===== config.mk =====
export PLATFORM = sky130hd
export DESIGN_NAME = cla_adder16
export DESIGN_NICKNAME = d
export VERILOG_FILES = /design/src/rtl/cla_pkg.sv /design/src/rtl/cla_slice.sv /design/src/rtl/cla_lookahead.sv /design/src/rtl/cla_adder16.sv
export SDC_FILE = /design/constraint.sdc
export NUM_CORES = 1
export LEC_CHECK = 0
export ABC_AREA = 1
export BUFFER_PORTS_ARGS = -buffer_cell sky130_fd_sc_hd__buf_2
export CORE_MARGIN = 2
export CORE_UTILIZATION = 49
export DETAILED_ROUTE_END_ITERATION = 8
export PLACE_DENSITY = 0.91
export SLEW_MARGIN = 20
export SYNTH_ARGS = -nofsm -noshare
export SYNTH_HDL_FRONTEND = slang
export SYNTH_SLANG_ARGS = --single-unit
export TNS_END_PERCENT = 5

===== constraint.sdc =====
create_clock -name vclk -period 2.91
set_input_delay 0.1455 -clock vclk [all_inputs]
set_output_delay 0.1455 -clock vclk [all_outputs]
set_load 0.1 [all_outputs]

===== src/rtl/cla_pkg.sv =====
// Package: shared types and default geometry for the two-level lookahead adder.
// Assumes: the slice width divides the word width.
package cla_pkg;
    localparam int unsigned DEF_WIDTH   = 16;
    localparam int unsigned DEF_SLICE_W = 4;

    // Generate/propagate pair that a slice hands to the section lookahead unit.
    typedef struct packed {
        logic gen;
        logic prop;
    } gp_pair_t;
endpackage


===== src/rtl/cla_slice.sv =====
// Module: cla_slice
// Adds one slice of the word. The carry into each bit comes from a flattened
// sum of products of the bit generate/propagate terms and the slice carry-in,
// so nothing ripples. The slice also reports its own block generate/propagate.
// Assumes: propagate is defined as XOR, so generate and propagate never overlap.
module cla_slice
    import cla_pkg::*;
#(
    parameter int unsigned W = DEF_SLICE_W
) (
    input  logic [W-1:0] a,
    input  logic [W-1:0] b,
    input  logic         cin,
    output logic [W-1:0] sum,
    output gp_pair_t     blk
);
    logic [W-1:0] bit_g;
    logic [W-1:0] bit_p;
    logic [W-1:0] bit_c;

    // Bit-level generate and propagate.
    assign bit_g = a & b;
    assign bit_p = a ^ b;

    // Carry into each bit as a flat product-term expansion.
    always_comb begin : carry_terms
        logic acc;
        logic term;
        bit_c[0] = cin;
        for (int i = 1; i < W; i++) begin
            acc = cin;
            for (int k = 0; k < i; k++) acc = acc & bit_p[k];
            for (int j = 0; j < i; j++) begin
                term = bit_g[j];
                for (int k = j + 1; k < i; k++) term = term & bit_p[k];
                acc = acc | term;
            end
            bit_c[i] = acc;
        end
    end

    // Block generate and propagate over the whole slice.
    always_comb begin : block_terms
        logic acc;
        logic term;
        acc = 1'b0;
        for (int j = 0; j < W; j++) begin
            term = bit_g[j];
            for (int k = j + 1; k < W; k++) term = term & bit_p[k];
            acc = acc | term;
        end
        blk.gen  = acc;
        blk.prop = &bit_p;
    end

    // Sum bit is the propagate XOR the carry into that bit.
    assign sum = bit_p ^ bit_c;
endmodule


===== src/rtl/cla_lookahead.sv =====
// Module: cla_lookahead
// Section lookahead unit. It turns N block generate/propagate pairs and the
// word carry-in into the carry into every section, the carry out of the top
// section, and the generate/propagate of all N sections together.
// Assumes: the section pairs come from slices that use XOR propagate.
module cla_lookahead #(
    parameter int unsigned N = 4
) (
    input  logic [N-1:0] sec_g,
    input  logic [N-1:0] sec_p,
    input  logic         cin,
    output logic [N-1:0] sec_cin,
    output logic         cout,
    output logic         all_g,
    output logic         all_p
);
    logic [N:0] c;

    // Carry into each section boundary, expanded over all lower sections.
    always_comb begin : section_carries
        logic acc;
        logic term;
        c[0] = cin;
        for (int i = 1; i <= N; i++) begin
            acc = cin;
            for (int k = 0; k < i; k++) acc = acc & sec_p[k];
            for (int j = 0; j < i; j++) begin
                term = sec_g[j];
                for (int k = j + 1; k < i; k++) term = term & sec_p[k];
                acc = acc | term;
            end
            c[i] = acc;
        end
    end

    // Generate and propagate of the full span, for a further lookahead level.
    always_comb begin : span_terms
        logic acc;
        logic term;
        acc = 1'b0;
        for (int j = 0; j < N; j++) begin
            term = sec_g[j];
            for (int k = j + 1; k < N; k++) term = term & sec_p[k];
            acc = acc | term;
        end
        all_g = acc;
        all_p = &sec_p;
    end

    assign sec_cin = c[N-1:0];
    assign cout    = c[N];
endmodule


===== src/rtl/cla_adder16.sv =====
// Module: cla_adder16 (top)
// Two-level lookahead adder: a row of slices and one section lookahead unit.
// Slices never pass carries to each other. Every slice carry-in comes from
// the lookahead unit.
// Assumes: WIDTH is a multiple of SLICE_W. Purely combinational, no reset.
module cla_adder16
    import cla_pkg::*;
#(
    parameter int unsigned WIDTH   = DEF_WIDTH,
    parameter int unsigned SLICE_W = DEF_SLICE_W
) (
    input  logic [WIDTH-1:0] op_a,
    input  logic [WIDTH-1:0] op_b,
    input  logic             carry_in,
    output logic [WIDTH-1:0] sum_out,
    output logic             carry_out,
    output logic             word_gen,
    output logic             word_prop
);
    localparam int unsigned NSLICE = WIDTH / SLICE_W;

    gp_pair_t          slice_gp [NSLICE];
    logic [NSLICE-1:0] blk_g;
    logic [NSLICE-1:0] blk_p;
    logic [NSLICE-1:0] slice_cin;

    // One slice per SLICE_W bits, each fed by the lookahead unit.
    for (genvar s = 0; s < NSLICE; s++) begin : g_slice
        cla_slice #(.W(SLICE_W)) u_slice (
            .a   (op_a[s*SLICE_W +: SLICE_W]),
            .b   (op_b[s*SLICE_W +: SLICE_W]),
            .cin (slice_cin[s]),
            .sum (sum_out[s*SLICE_W +: SLICE_W]),
            .blk (slice_gp[s])
        );
        assign blk_g[s] = slice_gp[s].gen;
        assign blk_p[s] = slice_gp[s].prop;
    end

    cla_lookahead #(.N(NSLICE)) u_lookahead (
        .sec_g   (blk_g),
        .sec_p   (blk_p),
        .cin     (carry_in),
        .sec_cin (slice_cin),
        .cout    (carry_out),
        .all_g   (word_gen),
        .all_p   (word_prop)
    );
endmodule


==> flow_summary.json, run 1 <==
{
  "status": "completed",
  "num-fill-cells": 138,
  "diodes": 0,
  "syn_area_um2": 792,
  "drv_cap": 0,
  "dieArea_um2": 1950,
  "drive_gt1_frac": 0.410,
  "drcViolationCount": 0,
  "worstSetupStartpointType": "input port",
  "numPortBuffers": 52,
  "cts_setup_buffers": 0,
  "num_rows": 14,
  "syn_to_final_growth_pct": 36.3,
  "routed-via-count": 879,
  "viasPerCell": 4.97,
  "grt_max_degree": 5,
  "max_slew_margin": 0.673,
  "avgSynthCellArea_um2": 7.27,
  "antenna_found_initial": 0,
  "cp.arrival_ps": 2450,
  "rsz0062_at_grt": "no",
  "syn_inst": 109,
  "coreArea_um2": 1510,
  "tns_ps": 0,
  "postPlaceCellArea_um2": 1080,
  "cts_resized": 0,
  "p_per_area_nw_per_um2": 571,
  "holdBufCountCts": 0,
  "slew_violations": 0,
  "seq_area_um2": 0,
  "fin_nets": 220,
  "grt-ovfl-total": 0,
  "yosys_warnings": 0,
  "ant_nets": 0,
  "dr.first_iter.drc_count": 5,
  "grt_pass1_wl_um": 3260,
  "start_util": 0.526,
  "fin_area_um2": 1080,
  "die_y_um": 44.2,
  "io_pins": 52,
  "ys_seq_area_frac": 0,
  "power.leakage_nw": 0.648,
  "clock_buffers": 0,
  "fin_ws_ps": 310,
  "syn-num-nets": 166,
  "fmax_mhz": 385,
  "worst_pin_slew_ps": 494,
  "drt-total-wl_um": 1810,
  "wl_per_cell_um": 10.2,
  "place.detailed.hpwl_um": 1720,
  "gp_congestion": 0.782,
  "setup_violations": 0,
  "critical_path_class": "input port to output port",
  "cp_data_required_time_ps": 2760,
  "ir_worst_vdd_uv": 376,
  "seq_cells": 0,
  "first_global_vias": 862,
  "ys_types": 16,
  "firstDrtPassIters": 4,
  "timing.final.crit_share": 0.893,
  "hold_viol": 0,
  "total_power_mw": 0.617,
  "grt_usage": 0.209,
  "die_x_um": 44.2,
  "hp-class": "input port to output port",
  "period_needed_ps": 2600,
  "place_ws_ps": 293,
  "cp_max_fo": 4,
  "final_core_util": 0.717,
  "crit_path_end_kind": "output port"
}
-- cell usage after synthesis (all sizes together) --
cell   instances  area (um^2)
ha            20          250
xor2           7         61.3
fa             4         80.1
nand3          8         50.1
a21oi          8         43.8
nor4           1         12.5
nor3           1         16.3
xnor2          5         43.8
nor2           6         37.5
nand2         36          148
inv           13         48.8
-- power by group --
part	internal (mW)	total [mW]	switching, mW
Sequential	0	0	0
Combinational	0.113	0.617	0.504
Clock	0	0	0
Total	0.113	0.617	0.504
-- worst max-delay path, stage by stage --
cell	delay, ps
buf_2	100
ha_1	350
nand2_1	110
nand2_1	70
a21oi_2	180
nand3_2	150
nand2_1	100
nand2_1	90
ha_1	210
nand2_1	60
nand3_1	90
a21oi_1	230
xnor2_2	130
buf_2	440
-- metrics by stage --
step	cells	hold slack, ps
after detailed placement	177	897
final	177	899
after global placement	177	882
after floorplan	109	836
after global routing	177	923
after CTS	177	897
-- path summary, 6_finish.rpt --
path              depth (start not counted)  slack (ps)           to    start
hold / removal                            4         900   sum_out[1]  op_b[1]
setup / recovery                         14         310  sum_out[15]  op_a[5]
-- logic make-up after synthesis --
| group | synth area share |
|---|---|
| fa+ha+maj | 0.417 |
| xor+xnor | 0.133 |
| compound gates | 0.0553 |
| buf+inv | 0.0616 |
| simple gates | 0.333 |
-- layout by cell type (no fill, tap or decap) --
master,instances
fa_1,4
xnor2_1,4
nor4_2,1
xor2_1,7
ha_1,20
nor3_4,1
buf_2,52
nand3_1,6
nand3_2,2
nor2_1,4
nand2_2,5
inv_1,12
inv_2,1
a21oi_1,7
nand2_1,31
xnor2_2,1
a21oi_2,1
nor2_4,2
-- metal layers --
layer / routed length (um) / vias to the layer above / track usage
met5: 0 / - / 0
met1: 679 / 382 / 0.239
met4: 25 / 0 / 0.0303
met2: 980 / 36 / 0.421
li1: - / 457 / -
met3: 120 / 4 / 0.0163
-- final cells by class --
cell class	instances	area [um^2]	share of cell area
inverter	13	48.8	0.0452
tap	16	20.0	0.0185
multi-input combinational	96	751	0.695
timing repair buffer	52	260	0.241
Power figures use the tool's default switching activity.
==> run 2: changes to the inputs <==
- PLACE_DENSITY: 0.91 -> 0.95
- RECOVER_POWER: unset -> 25
==> run 2 against run 1 <==
Sequential share of layout area did not move. Setup slack improved by 12 ps. Critical endpoint unchanged. Global-route usage fell by 2.2 points. Core utilization fell by 0.33 points. Largest cell class unchanged.
==> flow_summary.json, run 2 (synthesis results as in run 1) <==
{
  "numPortBuffers": 52,
  "fin_nets": 220,
  "fmax_mhz": 386,
  "timing.final.crit_share": 0.889,
  "slew_violations": 0,
  "seq_area_um2": 0,
  "p_per_area_nw_per_um2": 573,
  "critical_path_class": "input port to output port",
  "ir_worst_vdd_uv": 346,
  "grt_usage": 0.187,
  "fin_area_um2": 1070,
  "holdBufCountCts": 0,
  "status": "completed",
  "period_needed_ps": 2590,
  "ant_nets": 0,
  "drv_cap": 0,
  "viasPerCell": 5.03,
  "coreArea_um2": 1510,
  "hold_viol": 0,
  "worst_pin_slew_ps": 1160,
  "worstSetupStartpointType": "input port",
  "mostFrequentLayoutCell": "buf_2",
  "whs_endpoint": "sum_out[14]",
  "max_slew_margin": 0.231,
  "hp-class": "input port to output port",
  "start_util": 0.526,
  "seq_cells": 0,
  "final_cell_mix": "buf_2, nand2_1, ha_1",
  "dr.first_iter.drc_count": 6,
  "cp_max_fo": 4,
  "rsz0062_at_grt": "no",
  "syn_to_final_growth_pct": 35.7,
  "cts_setup_buffers": 0,
  "cp.arrival_ps": 2440,
  "wl_per_cell_um": 9.95,
  "tns_ps": 0,
  "cp_data_required_time_ps": 2760,
  "io_pins": 52,
  "hold_start": "op_b[14]",
  "drt-total-wl_um": 1760,
  "cts_resized": 0,
  "grt-ovfl-total": 0,
  "drive_gt1_frac": 0.385,
  "place.detailed.hpwl_um": 1660,
  "routed-via-count": 891,
  "postPlaceCellArea_um2": 1080,
  "first_global_vias": 805,
  "setup_violations": 0,
  "dieArea_um2": 1950,
  "clock_buffers": 0,
  "diodes": 0,
  "gp_congestion": 0.756,
  "die_y_um": 44.2,
  "crit_path_end_kind": "output port",
  "num_rows": 14,
  "grt_pass1_wl_um": 2960,
  "power.leakage_nw": 0.636,
  "firstDrtPassIters": 4,
  "die_x_um": 44.2,
  "drcViolationCount": 0,
  "hold_depth": 4,
  "grt_max_degree": 5,
  "antenna_found_initial": 0
}
## run 2: how the worst max path moves through the flow
stage / from / endpoint / slack (ps) / cells after the start
2_1_floorplan: op_a[7] / sum_out[13] / -100 / 9
3_3_place_gp: op_a[5] / sum_out[15] / 430 / 14
3_5_place_dp: op_a[5] / sum_out[15] / 330 / 14
4_1_cts: op_a[5] / sum_out[15] / 320 / 14
5_1_grt: op_a[5] / sum_out[15] / 120 / 14
6_report: op_a[1] / sum_out[15] / 320 / 16
## run 2: critical path: stages
cell and delay (ps):
buf_2 100, ha_1 350, nand2_1 120, nand2_1 60, nand2_1 70, nand2_1 60
nand2_2 70, nand3_2 110, nand2_1 90, nand2_1 100, ha_1 230, nand2_1 60
nand3_1 90, a21oi_1 220, xnor2_2 130, buf_2 430
## run 2: area by class of cell
class,instances,area [um^2]
Multi-Input combinational cell,96,751
Inverter,13,48.8
Fill cell,118,432
Tap cell,16,20.0
Timing Repair Buffer,52,255
## run 2: layer usage
metal / track usage / vias to the layer above / part of all wire
met1: 0.223 / 405 / 0.41
met3: 0.0122 / 0 / 0.064
met5: 0 / - / 0
li1: - / 456 / -
met2: 0.376 / 30 / 0.53
met4: 0.00606 / 0 / 0
## run 2: power by group
group	leakage, nW	internal, mW	switching, mW
Combinational	0.636	0.112	0.504
Sequential	0	0	0
Clock	0	0	0
Total	0.636	0.112	0.504
## run 2: per-stage QoR
stage          std cells   util  hold WS (ps)  setup slack [ps]  total power [mW]
2_1_floorplan        109      -           836             -95.6             0.531
3_3_place_gp         177  0.717           883               430             0.609
4_1_cts              177  0.717           893               321             0.620
5_1_grt              177  0.713           934               123             0.646
6_report             177  0.713           893               322             0.616
3_5_place_dp         177  0.717           893               326             0.619
==> run 3: changes to the inputs <==
- CORE_UTILIZATION: 49 -> 52
- GPL_TIMING_DRIVEN: unset -> 0
- PLACE_DENSITY: 0.95 -> 0.91
- SYNTH_HIERARCHICAL: unset -> 1
==> run 3 against run 2 <==
Sequential share of layout area did not move. Wire length increased by 25%. Area after synthesis up 21%. Setup slack worse by 53 ps. Critical path type unchanged. Largest power group unchanged.
==> flow_summary.json, run 3 <==
{
  "status": "completed",
  "busiest_layer": "met2",
  "slew_violations": 0,
  "drcViolationCount": 0,
  "grtUsageMet1": 0.234,
  "crit_path_end_kind": "output port",
  "syn_to_final_growth_pct": 30.6,
  "dr.first_iter.drc_count": 11,
  "drive_gt1_frac": 0.338,
  "worstSetupStartpointType": "input port",
  "fin_nets": 260,
  "max_slew_margin": 0.214,
  "wl_per_cell_um": 9.77,
  "p_per_area_nw_per_um2": 498,
  "routed-via-count": 1097,
  "drv_cap": 0,
  "clock_buffers": 0,
  "worst_pin_slew_ps": 1180,
  "timing.final.crit_share": 0.908,
  "grt-ovfl-total": 0,
  "cts_resized": 0,
  "critical_path_class": "input port to output port",
  "antenna_found_initial": 0,
  "setup_violations": 0,
  "dieArea_um2": 2210,
  "first_global_vias": 1017,
  "drt-total-wl_um": 2210,
  "fin_ws_ps": 269,
  "grt_pass1_wl_um": 3830,
  "coreArea_um2": 1730,
  "gp_congestion": 0.749,
  "cp_max_fo": 6,
  "tns_ps": 0,
  "start_util": 0.556,
  "cp_data_required_time_ps": 2760,
  "place_ws_ps": 296,
  "seq_cells": 0,
  "critPathMostFrequentCell": "nand2_1",
  "numPortBuffers": 52,
  "die_x_um": 47.0,
  "yosys_warnings": 6,
  "final_cell_mix": "buf_2, nand2_1, inv_1",
  "synth_area_leader_cell": "ha_1",
  "cp.arrival_ps": 2500,
  "netlist.area_leader.share": 0.261,
  "cts_setup_buffers": 0,
  "mostFrequentLayoutCell": "buf_2",
  "met3_usage": 0.0154,
  "diodes": 0,
  "io_pins": 52,
  "seq_area_um2": 0,
  "hp-class": "input port to output port",
  "ant_nets": 0,
  "power.leakage_nw": 0.764,
  "fmax_mhz": 379,
  "holdBufCountCts": 0,
  "die_y_um": 47.0,
  "crit_path_top_delay_cell": "buf_2",
  "syn-num-nets": 206,
  "multi_input_area_um2": 827,
  "ys_types": 19,
  "period_needed_ps": 2640,
  "synth_common_cells": "nand2_1, inv_1, ha_1",
  "num-fill-cells": 171,
  "synth_most_common_cell": "nand2_1",
  "cp_slowest_stage_delay_ps": 410,
  "place.detailed.hpwl_um": 2060,
  "syn_inst": 149,
  "num_rows": 15,
  "hold_viol": 0,
  "grt_usage": 0.226,
  "syn_area_um2": 960,
  "rsz0062_at_grt": "no",
  "total_power_mw": 0.625,
  "grt_max_degree": 8,
  "global_route.usage.met2": 0.504,
  "ir_worst_vdd_uv": 389,
  "firstDrtPassIters": 4,
  "synth_area_leaders": "ha_1, nand2_1, inv_1, fa_1, nand3_1",
  "ys_seq_area_frac": 0,
  "cp_cell_sequence": "buf_2 > ha_1 > nand2_2 > nand2_1 > a31oi_1 > nand2_1 > buf_4 > a21o_1 > a21o_2 > ha_1 > nand2_1 > nand3_2 > nand2_1 > nand3_1 > nand2_1 > buf_2",
  "avgSynthCellArea_um2": 6.44,
  "viasPerCell": 4.85
}
[run 3: kinds of logic (layout without fill, tap and decap cells)]
kind of cell,count (synthesis),in the layout,synth area share
AOI/OAI and AO/OA,8,8,0.0561
and+or+nand+nor,78,78,0.381
adders and majority gates,24,24,0.344
buffers and inverters,31,83,0.146
xor gates and xnor gates,8,8,0.0730
[run 3: report_power, final]
part	total (mW)	switching, mW	internal [mW]
Combinational	0.625	0.498	0.126
Clock	0	0	0
Sequential	0	0	0
Total	0.625	0.498	0.126
[run 3: routing by layer]
metal	vias up	routed length, um	share of wire
li1	584	-	-
met1	480	866	0.39
met2	33	1230	0.56
met3	0	113	0.051
met4	0	0	0
met5	-	0	0
[run 3: area by class of cell]
cell class,count,area share
well taps,25,0.0250
plain buffers,9,0.0459
multi-input cells,118,0.660
repair buffers,52,0.204
inverters,22,0.0659
[run 3: path summary, 6_finish.rpt]
check | start | end | slack [ps] | depth (start not counted)
worst min-delay path | op_b[4] | sum_out[5] | 920 | 4
worst max-delay path | op_a[1] | sum_out[11] | 270 | 16
[run 3: through the flow]
step | std cells | area (um^2) | hold slack [ps] | utilization
global placement | 226 | 1260 | 908 | 0.729
CTS | 226 | 1260 | 919 | 0.729
floorplan | 149 | 967 | 851 | -
global route | 226 | 1250 | 942 | 0.726
finish | 226 | 1250 | 925 | 0.726
detailed placement | 226 | 1260 | 919 | 0.729
[run 3: critical path: cells and delay by family]
| kind | cells | cell delay [ps] |
|---|---|---|
| buffers and inverters | 3 | 650 |
| adder cells (fa/ha/maj) | 2 | 580 |
| AO/OA/AOI/OAI | 3 | 550 |
| AND/OR/NAND/NOR | 8 | 580 |
